## src/rtl/pump_pwm.sv

```systemverilog
module pump_pwm #(
  parameter int PRESCALE = 12,
  parameter int FIELD_W  = 4
) (
  input  logic                   clk,
  input  logic                   por_n,
  input  logic                   rst_n,
  input  logic                   wr_en,
  input  logic [3*FIELD_W-1:0]   wr_data,
  output logic [3*FIELD_W-1:0]   rd_data,
  input  logic                   on_mains,
  input  logic [1:0]             pin_sense,
  output logic [1:0]             drv_out
);
  localparam int REG_W = 3 * FIELD_W;
  localparam int PS_W  = (PRESCALE > 1) ? $clog2(PRESCALE) : 1;

  logic                        sys_rst;
  logic [REG_W-1:0]            ctrl;
  logic [PS_W-1:0]             pre;
  logic                        tick;
  logic [FIELD_W-1:0]          slot;
  logic                        frame_end;
  logic [1:0][FIELD_W-1:0]     nxt_duty;
  logic [1:0][FIELD_W-1:0]     act_duty;
  logic [1:0]                  pol;

  assign sys_rst = !rst_n || !por_n;

  always_ff @(posedge clk)
    if (sys_rst)    ctrl <= '0;
    else if (wr_en) ctrl <= wr_data;

  assign rd_data = ctrl;

  assign tick = (pre == PS_W'(PRESCALE - 1));

  always_ff @(posedge clk)
    if (sys_rst || tick) pre <= '0;
    else                 pre <= pre + 1'b1;

  always_ff @(posedge clk)
    if (sys_rst)   slot <= '0;
    else if (tick) slot <= slot + 1'b1;

  assign frame_end = tick && (slot == '1);

  assign nxt_duty[0] = on_mains ? ctrl[2*FIELD_W-1:FIELD_W] : ctrl[FIELD_W-1:0];
  assign nxt_duty[1] = ctrl[3*FIELD_W-1:2*FIELD_W];

  always_ff @(posedge clk)
    if (sys_rst)        act_duty <= '0;
    else if (frame_end) act_duty <= nxt_duty;

  always_ff @(posedge clk)
    if (!por_n) pol <= pin_sense;

  for (genvar i = 0; i < 2; i++) begin : g_drv
    assign drv_out[i] = (slot < act_duty[i]) ^ pol[i];

    p_idle_zero_r3: assert property (@(posedge clk) disable iff (sys_rst)
      (act_duty[i] == '0) |-> (drv_out[i] == pol[i]));

    p_duty_hold_r7: assert property (@(posedge clk) disable iff (sys_rst)
      !frame_end |=> $stable(act_duty[i]));

    p_pol_keep_r9: assert property (@(posedge clk) disable iff (!por_n)
      por_n |=> $stable(pol[i]));
  end

  p_reg_clear_r1: assert property (@(posedge clk)
    sys_rst |=> (rd_data == '0));

  p_reg_write_r1: assert property (@(posedge clk) disable iff (sys_rst)
    wr_en |=> (rd_data == $past(wr_data)));

  p_slot_len_r4: assert property (@(posedge clk) disable iff (sys_rst)
    tick |=> (pre == '0));

  p_frame_wrap_r5: assert property (@(posedge clk) disable iff (sys_rst)
    frame_end |=> (slot == '0));
endmodule

```

## config.mk

```make
export PLATFORM = sky130hd
export DESIGN_NAME = pump_pwm
export DESIGN_NICKNAME = d
export VERILOG_FILES = /design/src/rtl/pump_pwm.sv
export SDC_FILE = /design/constraint.sdc
export NUM_CORES = 1
export LEC_CHECK = 0
export BUFFER_PORTS_ARGS = -buffer_cell sky130_fd_sc_hd__clkbuf_2
export CAP_MARGIN = 20
export CORE_ASPECT_RATIO = 1.4
export CORE_MARGIN = 10
export CORE_UTILIZATION = 50
export DETAILED_ROUTE_END_ITERATION = 10
export GPL_TIMING_DRIVEN = 0
export HOLD_SLACK_MARGIN = 0.02
export PLACE_DENSITY_LB_ADDON = 0.08
export RECOVER_POWER = 25
export SLEW_MARGIN = 20
export SYNTH_ARGS = -nofsm -noshare
export SYNTH_HDL_FRONTEND = slang
export SYNTH_SLANG_ARGS = --single-unit
```

## constraint.sdc

```tcl
create_clock -name clk -period 1.68 [get_ports clk]
set_input_delay 0.336 -clock clk [delete_from_list [all_inputs] [get_ports clk]]
set_output_delay 0.336 -clock clk [all_outputs]
set_load 0.02 [all_outputs]
```

==> flow_summary_export.csv <==
group,metric,value,unit
placement,gp_congestion,0.768,
floorplan,die_x,64.1,um
clocking,cts_tree,"done",
floorplan,die_h,81.8,um
timing,setup_viol,2,
finish,final_common_cell,"clkbuf_2",
synthesis,ys_top_cells_by_area,"dfxtp_1, mux2i_1, ha_1",
synthesis,synth.net_count,167,
power_and_ir_drop,power_density,731,nW/um^2
synthesis,ys_seq_area_share,45.5,%
timing,fin_crit,1.87,ns
clocking,clk_pin_slew_worst_paths,0.09,ns
power_and_ir_drop,peakVddDrop,0.697,mV
timing,slew_violations,0,
global_route,grt_max_degree,11,
finish,multi_input_area,702,sq um
finish,fill_cells,226,
setup_path,critPathKind,"register to output pin",
synthesis,syn_area_per_cell,9.73,sq um
timing,tightestPinTransition,0.520,ns
timing,fin_ws,-0.194,ns
floorplan,ioPinCount,33,
setup_path,worstPathRequired,1.34,ns
timing,hold_violations,0,
floorplan,core-area,2620,sq um
synthesis,yosys.area.top_type,"dfxtp_1",
finish,drive_gt1_share,33.0,%
routing,vias,1082,
status,violations,"setup timing",
global_route,grt_pass1_wl,4840,um
synthesis,synth_warnings,0,
routing,drt-vias-per-instance,4.96,
timing,holdWs,0.187,ns
timing,skew,0.00975,ns
timing,fin_crit_sh,112,%
clocking,clock_path_buffers,2,
clocking,cts_root_buffer,"clkbuf_4",
synthesis,synthesis.area,1360,sq um
setup_path,crit_arrival,1.54,ns
routing,ant_nets,0,
synthesis,syn_inst,140,
routing,drt-wirelength-per-cell,12.9,um
routing,route.detailed.drc,0,
synthesis,synthDistinctLibCells,26,
clocking,cts_htree_levels,2,
timing,rsz0062_at_grt,"yes",
finish,utilization,64.9,%
finish,antennaDiodeCount,0,
placement,io_buffers,31,
setup_path,cp-end-kind,"output pin",
routing,wl,2820,um
clocking,worstSkewPairLatency,0.32,ns
synthesis,synth_top_area_share,41.1,%
setup_path,worstPathMaxFanout,2,
setup_path,ff2ff_setup_slack,0.23,ns
floorplan,rows,22,
routing,drt_iter0_drc,13,
clocking,clock-sinks,30,
power_and_ir_drop,p_leak,0.000743,uW
global_route,grt_pass1_vias,1150,
status,status,"finished with violations",
floorplan,dieArea,5240,sq um
clocking,cts_buffers,5,
setup_path,critPathLaunchType,"register",
flow_run,drv_cap,0,
placement,dpl.hpwl,2220,um
timing,fmax,0.534,GHz
global_route,overflow,0,
floorplan,start_util,52.1,%
global_route,grt_antenna_before_repair,0,
routing,first_pass_iters,4,
placement,place_ws,0.00703,ns
finish,final_cell_mix,"clkbuf_2, dfxtp_1, nor2_1",
global_route,grt.total_usage,11.3,%
synthesis,synth-seq-cells,30,
timing,relSlewSlack,65.3,%
finish,area_growth,24.5,%
hold_path,hp-class,"input pin to register",
finish,nets,208,
finish,regArea,632,sq um
==> metal layers <==
metal / track usage (%) / wire length [um] / up-vias
met4: 2.79 / 22 / 0
li1: - / - / 553
met1: 12.4 / 1200 / 494
met5: 0 / 0 / -
met2: 19.2 / 1400 / 32
met3: 5.59 / 197 / 3
==> critical path, cell delays in order, from the launching register on <==
cell and delay [ns]:
dfxtp_2 0.33, inv_2 0.04, ha_4 0.23, a211oi_2 0.21
o21bai_1 0.11, xnor2_1 0.16, buf_4 0.16
==> registers in the layout, indices dropped and copies added (netlist names) <==
signal    cells
slot          4
rd_data      12
pol           2
act_duty      8
pre           4
==> power by group <==
group	total, uW	internal, uW	switching (uW)
Clock	386	167	219
Combinational	113	52.1	61.1
Sequential	741	731	10.6
Total	1240	949	291
==> kinds of logic after synthesis <==
logic type / after synthesis / synth area share, %
AO/OA/AOI/OAI: 22 / 9.55
XOR/XNOR: 6 / 3.86
adder cells (fa/ha/maj): 8 / 7.35
buffers and inverters: 17 / 6.43
flip-flops: 30 / 45.5
multiplexers: 16 / 11.8
AND/OR/NAND/NOR: 41 / 15.5
==> cell type report <==
type                       instances  share of cell area (%)
tap                               36                    2.65
buffer                             9                    3.39
clock buffer                       8                    2.88
sequential                        30                    37.2
inverter                           8                    1.77
multi-input combinational         93                    41.4
timing repair buffer              34                    10.7
==> cell usage after synthesis <==
library cell	instances
a211oi_1	6
a21oi_1	7
and3b_2	1
buf_1	1
buf_2	1
buf_4	4
buf_6	1
clkbuf_1	2
dfxtp_1	28
edfxtp_1	2
ha_1	8
inv_1	8
mux2i_1	16
nand2_1	9
nand2b_1	2
nand3_1	2
nand3_4	1
nand3b_4	1
nor2_1	22
nor2_4	1
nor3b_1	1
o21ai_0	7
o21bai_1	2
or3_1	1
xnor2_1	5
xor2_1	1
==> worst paths after layout <==
| path | start | endpoint | cells after the start |
|---|---|---|---|
| worst max-delay path | act_duty[5]$_SDFFE_PP0P_ | drv_out[1] | 6 |
| worst min-delay path | pin_sense[0] | pol[0]$_DFFE_PN_ | 1 |
| worst max register to register | pre[0]$_SDFF_PP0_ | act_duty[2]$_SDFFE_PP0P_ | 6 |
| worst min register to register | pre[0]$_SDFF_PP0_ | pre[0]$_SDFF_PP0_ | 1 |
==> timing repair <==
action | in CTS | in global routing
gates resized for setup | 10 | 10
hold buffers | 0 | 0
endpoints found under the setup margin | 2 | 2
endpoints found under the hold margin | 0 | 0
gates cloned | 0 | 0
pin swaps | 3 | 7
setup buffers | 1 | 2
==> metrics by stage <==
| step | TNS [ns] | std cells | power [uW] | instance area [sq um] |
|---|---|---|---|---|
| after global routing | -0.607 | 218 | 1300 | 1700 |
| after floorplan | 0 | 140 | 828 | 1360 |
| after global placement | 0 | 207 | 871 | 1560 |
| final | -0.386 | 218 | 1240 | 1700 |
| after detailed placement | 0 | 207 | 874 | 1560 |
| after CTS | -0.508 | 216 | 1260 | 1650 |
(Power assumes the default switching activity.)
